--- config.mk ---
export PLATFORM = sky130hd
export DESIGN_NAME = spi_user_port
export DESIGN_NICKNAME = d
export VERILOG_FILES = /design/src/rtl/spiu_pkg.sv /design/src/rtl/spiu_shift.sv /design/src/rtl/spiu_regs.sv /design/src/rtl/spi_user_port.sv
export SDC_FILE = /design/constraint.sdc
export NUM_CORES = 1
export LEC_CHECK = 0
export ABC_CLOCK_PERIOD_IN_PS = 1700
export BUFFER_PORTS_ARGS = -buffer_cell sky130_fd_sc_hd__buf_2
export CAP_MARGIN = 20
export CORE_MARGIN = 2
export CORE_UTILIZATION = 40
export DETAILED_ROUTE_END_ITERATION = 8
export PLACE_DENSITY_LB_ADDON = 0.25
export SKIP_CTS_REPAIR_TIMING = 1
export SKIP_LAST_GASP = 1
export SLEW_MARGIN = 0
export SYNTH_ARGS = -nofsm -noshare
export SYNTH_HDL_FRONTEND = slang
export SYNTH_SLANG_ARGS = --single-unit
--- constraint.sdc ---
create_clock -name clk -period 1.7 [get_ports clk]
set_input_delay 0.17 -clock clk [delete_from_list [all_inputs] [get_ports clk]]
set_output_delay 0.17 -clock clk [all_outputs]
set_load 0.01 [all_outputs]
--- src/rtl/spiu_pkg.sv ---
package spiu_pkg;
  // word index of each register (byte offset / 4)
  localparam int IDX_CONF = 0;
  localparam int IDX_CTRL = 1;
  localparam int IDX_STAT = 2;
  localparam int IDX_RXD  = 3;
  localparam int IDX_TXD  = 4;

  // control bit positions
  localparam int CB_SRST = 4;

  // status bit positions
  localparam int SB_DONE = 0;
  localparam int SB_BUSY = 1;
  localparam int SB_INIT = 2;

  localparam int CMD_W  = 7;
  localparam int CTRL_W = 4;

  typedef struct packed {
    logic sel_n;   // bit 3
    logic xaddr;   // bit 2, stored only
    logic ien;     // bit 1
    logic own;     // bit 0
  } ctrl_t;
endpackage

--- src/rtl/spiu_shift.sv ---
module spiu_shift #(
  parameter int BITS = 8,
  parameter int DIV  = 4
) (
  input  logic            clk,
  input  logic            rst_n,
  input  logic            clr,
  input  logic            load,
  input  logic [BITS-1:0] tx_byte,
  input  logic            miso,
  output logic            sck,
  output logic            mosi,
  output logic            busy,
  output logic            done_evt,
  output logic [BITS-1:0] rx_byte
);
  localparam int DIV_W = (DIV > 2) ? $clog2(DIV) : 1;
  localparam int CNT_W = (BITS > 2) ? $clog2(BITS) : 1;
  localparam logic [DIV_W-1:0] RISE_AT = DIV_W'(DIV/2 - 1);
  localparam logic [DIV_W-1:0] FALL_AT = DIV_W'(DIV - 1);
  localparam logic [CNT_W-1:0] LAST    = CNT_W'(BITS - 1);

  logic             busy_q, busy_d;
  logic             sck_q, sck_d;
  logic [DIV_W-1:0] div_q, div_d;
  logic [CNT_W-1:0] cnt_q, cnt_d;
  logic [BITS-1:0]  tsr_q, tsr_d;
  logic [BITS-1:0]  rsr_q, rsr_d;
  logic [BITS-1:0]  rxd_q, rxd_d;
  logic             rxd_en;

  assign done_evt = busy_q && (div_q == FALL_AT) && (cnt_q == LAST) && !clr;

  always_comb begin
    busy_d = busy_q;
    sck_d  = sck_q;
    div_d  = div_q;
    cnt_d  = cnt_q;
    tsr_d  = tsr_q;
    rsr_d  = rsr_q;
    rxd_d  = rxd_q;
    rxd_en = 1'b0;
    if (clr) begin
      busy_d = 1'b0;
      sck_d  = 1'b0;
      div_d  = '0;
      cnt_d  = '0;
      tsr_d  = '0;
      rsr_d  = '0;
      rxd_d  = '0;
      rxd_en = 1'b1;
    end else if (load) begin
      busy_d = 1'b1;
      sck_d  = 1'b0;
      div_d  = '0;
      cnt_d  = '0;
      tsr_d  = tx_byte;
    end else if (busy_q) begin
      div_d = (div_q == FALL_AT) ? '0 : div_q + 1'b1;
      if (div_q == RISE_AT) begin
        sck_d = 1'b1;
        rsr_d = {rsr_q[BITS-2:0], miso};
      end
      if (div_q == FALL_AT) begin
        sck_d = 1'b0;
        if (cnt_q == LAST) begin
          busy_d = 1'b0;
          rxd_d  = rsr_q;
          rxd_en = 1'b1;
        end else begin
          cnt_d = cnt_q + 1'b1;
          tsr_d = {tsr_q[BITS-2:0], 1'b0};
        end
      end
    end
  end

  always_ff @(posedge clk or negedge rst_n) begin
    if (!rst_n) begin
      busy_q <= 1'b0;
      sck_q  <= 1'b0;
      div_q  <= '0;
      cnt_q  <= '0;
      tsr_q  <= '0;
      rsr_q  <= '0;
    end else begin
      busy_q <= busy_d;
      sck_q  <= sck_d;
      div_q  <= div_d;
      cnt_q  <= cnt_d;
      tsr_q  <= tsr_d;
      rsr_q  <= rsr_d;
    end
  end

  always_ff @(posedge clk or negedge rst_n) begin
    if (!rst_n)      rxd_q <= '0;
    else if (rxd_en) rxd_q <= rxd_d;
  end

  assign sck     = sck_q;
  assign mosi    = tsr_q[BITS-1];
  assign busy    = busy_q;
  assign rx_byte = rxd_q;

  // serial clock stays low whenever no exchange runs
  a_r5_sck_idle_low: assert property (@(posedge clk) disable iff (!rst_n)
    !busy_q |-> !sck_q);

  // data out is held for the whole high phase of SCK
  a_r5_mosi_hold_high: assert property (@(posedge clk) disable iff (!rst_n)
    (sck_q && $past(sck_q)) |-> $stable(mosi));
endmodule

--- src/rtl/spiu_regs.sv ---
module spiu_regs
  import spiu_pkg::*;
#(
  parameter int DATA_W = 32,
  parameter int IDX_W  = 3,
  parameter int BITS   = 8
) (
  input  logic              clk,
  input  logic              rst_n,
  input  logic              bus_sel,
  input  logic              bus_we,
  input  logic [IDX_W-1:0]  bus_idx,
  input  logic [DATA_W-1:0] bus_wdata,
  output logic [DATA_W-1:0] bus_rdata,
  input  logic              eng_busy,
  input  logic              eng_done_evt,
  input  logic [BITS-1:0]   eng_rx,
  output ctrl_t             ctrl,
  output logic              start,
  output logic [BITS-1:0]   tx_byte,
  output logic              soft_rst,
  output logic              done
);
  logic             wr;
  logic             wr_conf, wr_ctrl, wr_stat, wr_txd;
  logic [CMD_W-1:0] conf_q, conf_d;
  ctrl_t            ctrl_q, ctrl_d;
  logic             done_q, done_d;
  logic             init_q;
  logic             conf_en, ctrl_en, done_en;
  logic             unused_hi;

  assign unused_hi = ^bus_wdata[DATA_W-1:BITS];

  assign wr      = bus_sel && bus_we;
  assign wr_conf = wr && (bus_idx == IDX_W'(IDX_CONF));
  assign wr_ctrl = wr && (bus_idx == IDX_W'(IDX_CTRL));
  assign wr_stat = wr && (bus_idx == IDX_W'(IDX_STAT));
  assign wr_txd  = wr && (bus_idx == IDX_W'(IDX_TXD));

  assign soft_rst = wr_ctrl && bus_wdata[CB_SRST];
  assign start    = wr_txd && ctrl_q.own && !eng_busy;
  assign tx_byte  = bus_wdata[BITS-1:0];

  always_comb begin
    conf_en = wr_conf;
    conf_d  = bus_wdata[CMD_W-1:0];
    ctrl_en = wr_ctrl;
    ctrl_d  = ctrl_t'(bus_wdata[CTRL_W-1:0]);
    done_en = 1'b0;
    done_d  = done_q;
    if (soft_rst) begin
      done_en = 1'b1;
      done_d  = 1'b0;
    end else if (eng_done_evt) begin
      done_en = 1'b1;
      done_d  = 1'b1;
    end else if (wr_stat && bus_wdata[SB_DONE]) begin
      done_en = 1'b1;
      done_d  = 1'b0;
    end
  end

  always_ff @(posedge clk or negedge rst_n) begin
    if (!rst_n) begin
      conf_q <= '0;
      ctrl_q <= '{sel_n: 1'b1, xaddr: 1'b0, ien: 1'b0, own: 1'b0};
      done_q <= 1'b0;
      init_q <= 1'b0;
    end else begin
      if (conf_en) conf_q <= conf_d;
      if (ctrl_en) ctrl_q <= ctrl_d;
      if (done_en) done_q <= done_d;
      init_q <= 1'b1;
    end
  end

  always_comb begin
    bus_rdata = '0;
    case (bus_idx)
      IDX_W'(IDX_CONF): bus_rdata[CMD_W-1:0]  = conf_q;
      IDX_W'(IDX_CTRL): bus_rdata[CTRL_W-1:0] = ctrl_q;
      IDX_W'(IDX_STAT): begin
        bus_rdata[SB_DONE] = done_q;
        bus_rdata[SB_BUSY] = eng_busy;
        bus_rdata[SB_INIT] = init_q;
      end
      IDX_W'(IDX_RXD):  bus_rdata[BITS-1:0]   = eng_rx;
      default:          bus_rdata = '0;
    endcase
  end

  assign ctrl = ctrl_q;
  assign done = done_q;

  // a zero in the done position of a status write never clears the flag
  a_r8_write_zero_keeps: assert property (@(posedge clk) disable iff (!rst_n)
    (done_q && wr_stat && !bus_wdata[SB_DONE] && !soft_rst) |=> done_q);
endmodule

--- src/rtl/spi_user_port.sv ---
module spi_user_port
  import spiu_pkg::*;
#(
  parameter int DATA_W = 32,
  parameter int ADDR_W = 5,
  parameter int BITS   = 8,
  parameter int DIV    = 4
) (
  input  logic              clk,
  input  logic              rst_n,
  input  logic              bus_sel,
  input  logic              bus_we,
  input  logic [ADDR_W-1:0] bus_addr,
  input  logic [DATA_W-1:0] bus_wdata,
  output logic [DATA_W-1:0] bus_rdata,
  output logic              irq,
  output logic              sck,
  output logic              cs_n,
  output logic              mosi,
  input  logic              miso
);
  localparam int IDX_W = ADDR_W - 2;

  ctrl_t           ctrl;
  logic            start, soft_rst, done;
  logic            busy, done_evt;
  logic [BITS-1:0] tx_byte, rx_byte;
  logic            unused_lo;

  assign unused_lo = ^bus_addr[1:0];

  spiu_regs #(.DATA_W(DATA_W), .IDX_W(IDX_W), .BITS(BITS)) u_regs (
    .clk          (clk),
    .rst_n        (rst_n),
    .bus_sel      (bus_sel),
    .bus_we       (bus_we),
    .bus_idx      (bus_addr[ADDR_W-1:2]),
    .bus_wdata    (bus_wdata),
    .bus_rdata    (bus_rdata),
    .eng_busy     (busy),
    .eng_done_evt (done_evt),
    .eng_rx       (rx_byte),
    .ctrl         (ctrl),
    .start        (start),
    .tx_byte      (tx_byte),
    .soft_rst     (soft_rst),
    .done         (done)
  );

  spiu_shift #(.BITS(BITS), .DIV(DIV)) u_shift (
    .clk      (clk),
    .rst_n    (rst_n),
    .clr      (soft_rst),
    .load     (start),
    .tx_byte  (tx_byte),
    .miso     (miso),
    .sck      (sck),
    .mosi     (mosi),
    .busy     (busy),
    .done_evt (done_evt),
    .rx_byte  (rx_byte)
  );

  assign cs_n = ctrl.sel_n;
  assign irq  = ctrl.ien && done;

  // the register file never restarts a running exchange
  a_r7_no_load_when_busy: assert property (@(posedge clk) disable iff (!rst_n)
    start |-> !busy);

  // the end of a normal exchange leaves the done flag set
  a_r4_done_on_finish: assert property (@(posedge clk) disable iff (!rst_n)
    ($fell(busy) && !$past(soft_rst)) |-> done);

  // an abort leaves engine idle and flag clear
  a_r10_abort_clears: assert property (@(posedge clk) disable iff (!rst_n)
    soft_rst |=> (!busy && !done && !sck));
endmodule

==> flow_metrics.env, run 1 <==
export IMPL_grt_pass1_vias=1572
export IMPL_drt_total_wl_um=4719
export IMPL_grt_overflow=0
export IMPL_p_leak_nw=1.300
export IMPL_synth_edf_count=0
export IMPL_seq_power_share_pct=47.8
export IMPL_pin_count=78
export IMPL_drc=0
export IMPL_die_x_um=80.69
export IMPL_finalSetupTns_ns=0
export IMPL_vdd_drop_max_uv=457.0
export IMPL_seq_area_frac_synth_pct=46.86
export IMPL_worstPathArrival_ns=1.45
export IMPL_ys_ff_latch=44
export IMPL_total_power_mw=3.561
export IMPL_endpoint_kind="output pin"
export IMPL_core_rowCount=27
export IMPL_worstPathRequired_ns=1.53
export IMPL_crit_type="flop to output pin"
export IMPL_gp_congestion=0.7199
export IMPL_fin_cells=335
export IMPL_hold_viol=0
export IMPL_wire_per_inst_um=14.09
export IMPL_drv_cap=0
export IMPL_nets=308
export IMPL_insertion_delay_ns=0.30
export IMPL_yosysWarnings=0
export IMPL_grt_antenna_before_repair=0
export IMPL_dr_pass1_iters=4
export IMPL_layout_commonest_cell="dfrtp_1"
export IMPL_rsz0062_at_grt="no"
export IMPL_status="finished clean"
export IMPL_timing_slew_headroom_pct=62.19
export IMPL_port_buffers=27
export IMPL_pwr_share_comb_pct=29.1
export IMPL_final_max_slew_viol_count=0
export IMPL_core_um2=5608
export IMPL_skew_ns=0.01150
export IMPL_r2r_start="u_shift.cnt_q[0]$_DFFE_PN0P_"
export IMPL_fin_crit_sh_pct=95.36
export IMPL_r2r_setup_slack_ns=0.14
export IMPL_hold_ws_ns=0.09631
export IMPL_grt_usage_pct=15.28
export IMPL_min_path_type="input pin to flop"
export IMPL_grt_pass1_wl_um=7548
export IMPL_start_util_pct=41.95
export IMPL_layout_area_seq_um2=1102
export IMPL_vias=1642
export IMPL_synth_distinct_cells=41
export IMPL_setup_viol=0
export IMPL_swShare_pct=31.83
export IMPL_cts_tree="done"
export IMPL_worstMarginPinSlew_ns=0.5671
export IMPL_place_inst=323
export IMPL_fmax_mhz=616.8
export IMPL_h_tree_depth=2
export IMPL_p_per_area_nw_per_um2=1343
export IMPL_syn_cell_area_um2=2352
export IMPL_rr_endpoint="u_shift.tsr_q[3]$_DFFE_PN0P_"
export IMPL_cts_root_buf="clkbuf_8"
export IMPL_fin_ws_ns=0.07884
export IMPL_multi_input_area_um2=1085
export IMPL_drt_iter0_drc=127
export IMPL_syn_avg_cell_area_um2=10.27
export IMPL_antenna_cells=0
export IMPL_place_area_um2=2499
export IMPL_via_per_inst=4.901
export IMPL_final_cell_area_um2=2651
export IMPL_die_h_um=80.69
export IMPL_crit_end="bus_rdata[0]"
export IMPL_cts_sinks=44
export IMPL_p_sw_mw=1.133
export IMPL_nFillCells=548
export IMPL_cts_made_buffers=5
export IMPL_ys_flop_type="dfrtp_1"
export IMPL_startpoint="u_shift.rx_byte[0]$_DFFE_PN0P_"
export IMPL_cts_buffer_depth=2
export IMPL_fin_crit_ns=1.621
export IMPL_antenna_left=0
export IMPL_clk_pin_slew_worst_paths_ns=0.09
export IMPL_utilization_pct=47.28
export IMPL_grt_max_degree=45
export IMPL_internal_power_mw=2.428
export IMPL_dp_hpwl_um=3290
export IMPL_cp_max_fo=2
export IMPL_place_ws_ns=0.06349
export IMPL_rr_worst_depth=6
export IMPL_synth_async_reset_ratio_pct=100.0
export IMPL_area_growth_pct=12.71
export IMPL_crit_path_start_kind="flop"
export IMPL_die_area_um2=6510
export IMPL_netlist_instances=229
export IMPL_p_clk_share_pct=23.1
export IMPL_mostFrequentLayoutCells="43 x dfrtp_1, 31 x nand2_1, 28 x buf_2, 25 x conb_1, 23 x a21oi_1"
export IMPL_drive_gt1_share_pct=26.24
-- flip-flops by register name, indices dropped and copies added, names as in the netlist --
signal,flops
u_regs.conf_q,7
u_regs.ctrl,4
u_regs.done,1
u_regs.init_q,1
u_shift.busy,1
u_shift.cnt_q,3
u_shift.div_q,2
u_shift.rsr_q,8
u_shift.rx_byte,8
u_shift.sck,1
u_shift.tsr_q,8
-- cells by family (layout without fill, tap and decap cells) --
logic type / after synthesis / in the layout / share of synthesized area [%]
simple gates: 76 / 76 / 16.22
flops: 44 / 44 / 46.86
buf+inv: 41 / 52 / 10.96
compound gates: 37 / 37 / 9.468
mux: 24 / 24 / 13.67
fa+ha+maj: 4 / 4 / 2.128
other cells: 2 / 25 / 0.3193
xor+xnor: 1 / 1 / 0.3724
-- worst min path at each step --
stage	start	endpoint	slack, ns	cells past startpoint
global route	bus_wdata[7]	u_shift.tsr_q[7]$_DFFE_PN0P_	0.11	3
CTS	rst_n	u_shift.rsr_q[7]$_DFFE_PN0P_	-0.05	2
detailed placement	rst_n	u_shift.rx_byte[7]$_DFFE_PN0P_	0.29	2
finish	bus_wdata[7]	u_shift.tsr_q[7]$_DFFE_PN0P_	0.1	3
floorplan	rst_n	u_regs.conf_q[0]$_DFFE_PN0P_	-0.13	0
global placement	rst_n	u_shift.rsr_q[7]$_DFFE_PN0P_	0.29	2
-- per-layer routing --
layer | vias to the layer above | part of all wire [%] | wire length [µm] | global-route usage (%)
li1 | 817 | - | - | -
met1 | 786 | 48 | 2275 | 21.32
met2 | 34 | 47 | 2212 | 23.92
met3 | 5 | 3.7 | 175 | 2.809
met4 | 0 | 1.2 | 57 | 5.085
met5 | - | 0 | 0 | 0
-- critical path: stages, from the launching register on --
cell and delay, ns:
dfrtp_1 0.39, mux4_2 0.48, nor2b_1 0.14, buf_2 0.14
-- power groups by stage --
stage	sequential [mW]	clock [mW]	combinational [mW]
floorplan	1.66	0	0.783
global placement	1.72	0	0.976
detailed placement	1.72	0	1.01
CTS	1.71	0.844	1.01
global route	1.76	0.898	1.18
finish	1.70	0.822	1.04
-- cell usage after synthesis, drive strengths merged (3+ instances only) --
library cell | n | area, µm²
dfrtp | 43 | 1076
buf | 31 | 220.2
nand2 | 31 | 116.4
a21oi | 23 | 115.1
nand3 | 21 | 105.1
mux2 | 11 | 150.1
mux2i | 10 | 100.1
clkbuf | 8 | 30.03
o31ai | 8 | 60.06
ha | 4 | 50.05
nor3 | 4 | 20.02
mux4 | 3 | 71.32
nor2 | 3 | 11.26
nor2b | 3 | 18.77
-- layout make-up --
| type | count | area share (%) |
|---|---|---|
| clock buffer | 5 | 2.596 |
| clock inverter | 3 | 1.746 |
| inverter | 2 | 0.2832 |
| multi-input combinational | 167 | 40.92 |
| sequential | 44 | 41.58 |
| tap | 72 | 3.398 |
| timing repair buffer | 42 | 9.486 |
(Power assumes the default switching activity.)
==> inputs of run 2 (changes only) <==
--- a/config.mk
+++ b/config.mk
@@ -5,7 +5,8 @@
 export SDC_FILE = /design/constraint.sdc
 export NUM_CORES = 1
 export LEC_CHECK = 0
-export ABC_CLOCK_PERIOD_IN_PS = 1700
+export ABC_AREA = 1
+export ABC_CLOCK_PERIOD_IN_PS = 1800
 export BUFFER_PORTS_ARGS = -buffer_cell sky130_fd_sc_hd__buf_2
 export CAP_MARGIN = 20
 export CORE_MARGIN = 2
==> constraint.sdc (replaced) <==
create_clock -name clk -period 1.8 [get_ports clk]
set_input_delay 0.18 -clock clk [delete_from_list [all_inputs] [get_ports clk]]
set_output_delay 0.18 -clock clk [all_outputs]
set_load 0.01 [all_outputs]
==> run 2 against run 1 <==
Register-to-register slack about the same. Critical endpoint is now u_shift.tsr_q[6]$_DFFE_PN0P_. Cell area shrank 0.42%. Clock skew down 0.0083 ns.
==> flow_metrics.env, run 2 <==
export IMPL_vias=1815
export IMPL_mostFrequentLayoutCells="88 x nand2_1, 43 x dfrtp_1, 27 x buf_2, 25 x conb_1"
export IMPL_synth_edf_count=0
export IMPL_via_per_inst=4.727
export IMPL_insertion_delay_ns=0.29
export IMPL_nFillCells=617
export IMPL_crit_path_start_kind="flop"
export IMPL_cp_max_fo=9
export IMPL_netlist_instances=277
export IMPL_synth_area_leaders="dfrtp_1 44%, nand2_1 14%, buf_4 7.8%"
export IMPL_hold_path_startpoint="bus_wdata[6]"
export IMPL_seq_area_frac_synth_pct=45.53
export IMPL_ys_flop_type="dfrtp_1"
export IMPL_final_max_slew_viol_count=0
export IMPL_endpoint_kind="flop"
export IMPL_total_power_mw=2.710
export IMPL_synth_xor_xnor_area_share_pct=0.3618
export IMPL_ys_top_cells_by_count="88 x nand2_1, 43 x dfrtp_1, 25 x buf_4"
export IMPL_p_leak_nw=1.441
export IMPL_rr_endpoint="u_shift.tsr_q[6]$_DFFE_PN0P_"
export IMPL_pwr_share_comb_pct=24.2
export IMPL_slowest_stage="dfrtp_1"
export IMPL_grt_max_degree=45
export IMPL_hold_ws_ns=0.1400
export IMPL_timing_slew_headroom_pct=62.09
export IMPL_rr_worst_depth=7
export IMPL_p_per_area_nw_per_um2=1027
export IMPL_ys_ff_latch=44
export IMPL_dr_pass1_iters=4
export IMPL_max_stage_delay_ns=0.40
export IMPL_synthMuxAreaShare_pct=2.171
export IMPL_path_delay_family="simple AND/OR/NAND/NOR gates"
export IMPL_hold_viol=0
export IMPL_synth_top_cell_by_area="dfrtp_1"
export IMPL_die_x_um=81.80
export IMPL_grt_pass1_vias=1680
export IMPL_clk_pin_slew_worst_paths_ns=0.08
export IMPL_synth_adder_area_share_pct=2.067
export IMPL_yosysWarnings=0
export IMPL_cts_made_buffers=5
export IMPL_p_sw_uw=848.9
export IMPL_path_buf_inv=1
export IMPL_crit_type="flop to flop"
export IMPL_fin_crit_ns=1.650
export IMPL_synth_async_reset_ratio_pct=100.0
export IMPL_drt_iter0_drc=102
export IMPL_p_clk_share_pct=27.5
export IMPL_syn_avg_cell_area_um2=8.740
export IMPL_skew_ns=0.003174
export IMPL_fmax_mhz=606.0
export IMPL_nets=354
export IMPL_drive_gt1_share_pct=23.95
export IMPL_worstPathRequired_ns=1.99
export IMPL_yosysMostFrequentCell="nand2_1"
export IMPL_setup_viol=0
export IMPL_cp_cell_sequence="ha_1 > ha_1 > or2_1 > nand3_4 > inv_2 > nand2_1 > nand2_1"
export IMPL_core_um2=5886
export IMPL_internal_power_mw=1.862
export IMPL_port_buffers=27
export IMPL_grt_usage_pct=16.18
export IMPL_cts_root_buf="clkbuf_8"
export IMPL_seq_power_share_pct=48.4
export IMPL_gp_congestion=0.7736
export IMPL_fin_crit_sh_pct=91.67
export IMPL_pin_count=78
export IMPL_cts_tree="done"
export IMPL_area_growth_pct=9.044
export IMPL_worstPathArrival_ns=1.84
export IMPL_layout_commonest_cell="nand2_1"
export IMPL_r2r_start="u_shift.cnt_q[0]$_DFFE_PN0P_"
export IMPL_cts_sinks=44
export IMPL_grt_antenna_before_repair=0
export IMPL_die_area_um2=6691
export IMPL_yosys_area_top_type_share_pct=44.44
export IMPL_antenna_left=0
export IMPL_start_util_pct=41.14
export IMPL_antenna_cells=0
export IMPL_drt_total_wl_um=4782
export IMPL_min_to="u_regs.conf_q[6]$_DFFE_PN0P_"
export IMPL_drv_cap=0
export IMPL_min_path_type="input pin to flop"
export IMPL_grt_overflow=0
export IMPL_synth_distinct_cells=34
export IMPL_swShare_pct=31.32
export IMPL_dp_hpwl_um=3431
export IMPL_vdd_drop_max_uv=467.1
export IMPL_die_h_um=81.80
export IMPL_h_tree_depth=2
export IMPL_finalSetupTns_ns=0
export IMPL_syn_cell_area_um2=2421
export IMPL_rsz0062_at_grt="no"
export IMPL_drc=0
export IMPL_r2r_setup_slack_ns=0.15
export IMPL_status="finished clean"
export IMPL_wire_per_inst_um=12.45
export IMPL_grt_pass1_wl_um=8114
export IMPL_worstMarginPinSlew_ns=0.5687
export IMPL_core_rowCount=28
export IMPL_hold_depth=2
export IMPL_synth_top_family_by_area="simple AND/OR/NAND/NOR gates"
export IMPL_yosys_area_share_simple_pct=25.01
export IMPL_cts_buffer_depth=2
export IMPL_synth_compound_area_share_pct=10.44
==> run 2: logic make-up after synthesis <==
kind of cell             count (synthesis)
XOR/XNOR                                 1
AND/OR/NAND/NOR                        130
other                                    2
multiplexers                             4
AO/OA/AOI/OAI                           36
buffers and inverters                   56
adder cells (fa/ha/maj)                  4
flip-flops                              44
==> run 2: per-stage QoR <==
stage | area, µm² | cells | worst slack, ns | util (%)
finish | 2640 | 384 | 0.1500 | 44.86
global placement | 2522 | 375 | 0.1151 | 42.86
global route | 2640 | 384 | 0.03795 | 44.86
floorplan | 2507 | 300 | 0.2514 | -
detailed placement | 2522 | 375 | 0.1001 | 42.86
CTS | 2630 | 383 | 0.08781 | 44.69
==> run 2: power groups by stage <==
| stage | combinational [mW] | clock (mW) | sequential [mW] |
|---|---|---|---|
| after floorplan | 0.521 | 0 | 1.31 |
| after global placement | 0.634 | 0 | 1.33 |
| after detailed placement | 0.655 | 0 | 1.33 |
| after CTS | 0.659 | 0.771 | 1.31 |
| after global routing | 0.756 | 0.813 | 1.34 |
| final | 0.655 | 0.745 | 1.31 |
==> run 2: worst max-delay path by stage <==
stage / start / endpoint / depth (start not counted)
2_1_floorplan: u_shift.cnt_q[0]$_DFFE_PN0P_ / u_shift.tsr_q[7]$_DFFE_PN0P_ / 8
3_3_place_gp: u_shift.cnt_q[0]$_DFFE_PN0P_ / u_shift.tsr_q[3]$_DFFE_PN0P_ / 7
3_5_place_dp: u_shift.cnt_q[0]$_DFFE_PN0P_ / u_shift.tsr_q[6]$_DFFE_PN0P_ / 7
4_1_cts: u_shift.cnt_q[0]$_DFFE_PN0P_ / u_shift.tsr_q[6]$_DFFE_PN0P_ / 7
5_1_grt: u_shift.cnt_q[0]$_DFFE_PN0P_ / u_shift.tsr_q[4]$_DFFE_PN0P_ / 7
6_report: u_shift.cnt_q[0]$_DFFE_PN0P_ / u_shift.tsr_q[6]$_DFFE_PN0P_ / 7
==> run 2: metal layers <==
layer / up-vias / track usage [%] / wire length, µm
met5: - / 0 / 0
met4: 0 / 5.167 / 62
met3: 7 / 3.516 / 245
met2: 53 / 23.41 / 2198
met1: 852 / 24.05 / 2275
li1: 903 / - / -
==> run 2: layout make-up <==
| class | count | area (µm²) | share of cell area, % |
|---|---|---|---|
| clock inverter | 2 | 35.03 | 1.327 |
| multi-input combinational | 200 | 1064 | 40.28 |
| sequential | 44 | 1102 | 41.75 |
| tap | 75 | 93.84 | 3.555 |
| clock buffer | 6 | 72.57 | 2.749 |
| timing repair buffer | 33 | 182.7 | 6.919 |
| inverter | 24 | 90.09 | 3.412 |
==> run 2: worst register-to-register path, cell delays in order, from the launching register on <==
cell	delay [ns]
dfrtp_1	0.40
ha_1	0.21
ha_1	0.21
or2_1	0.33
nand3_4	0.18
inv_2	0.10
nand2_1	0.07
nand2_1	0.05
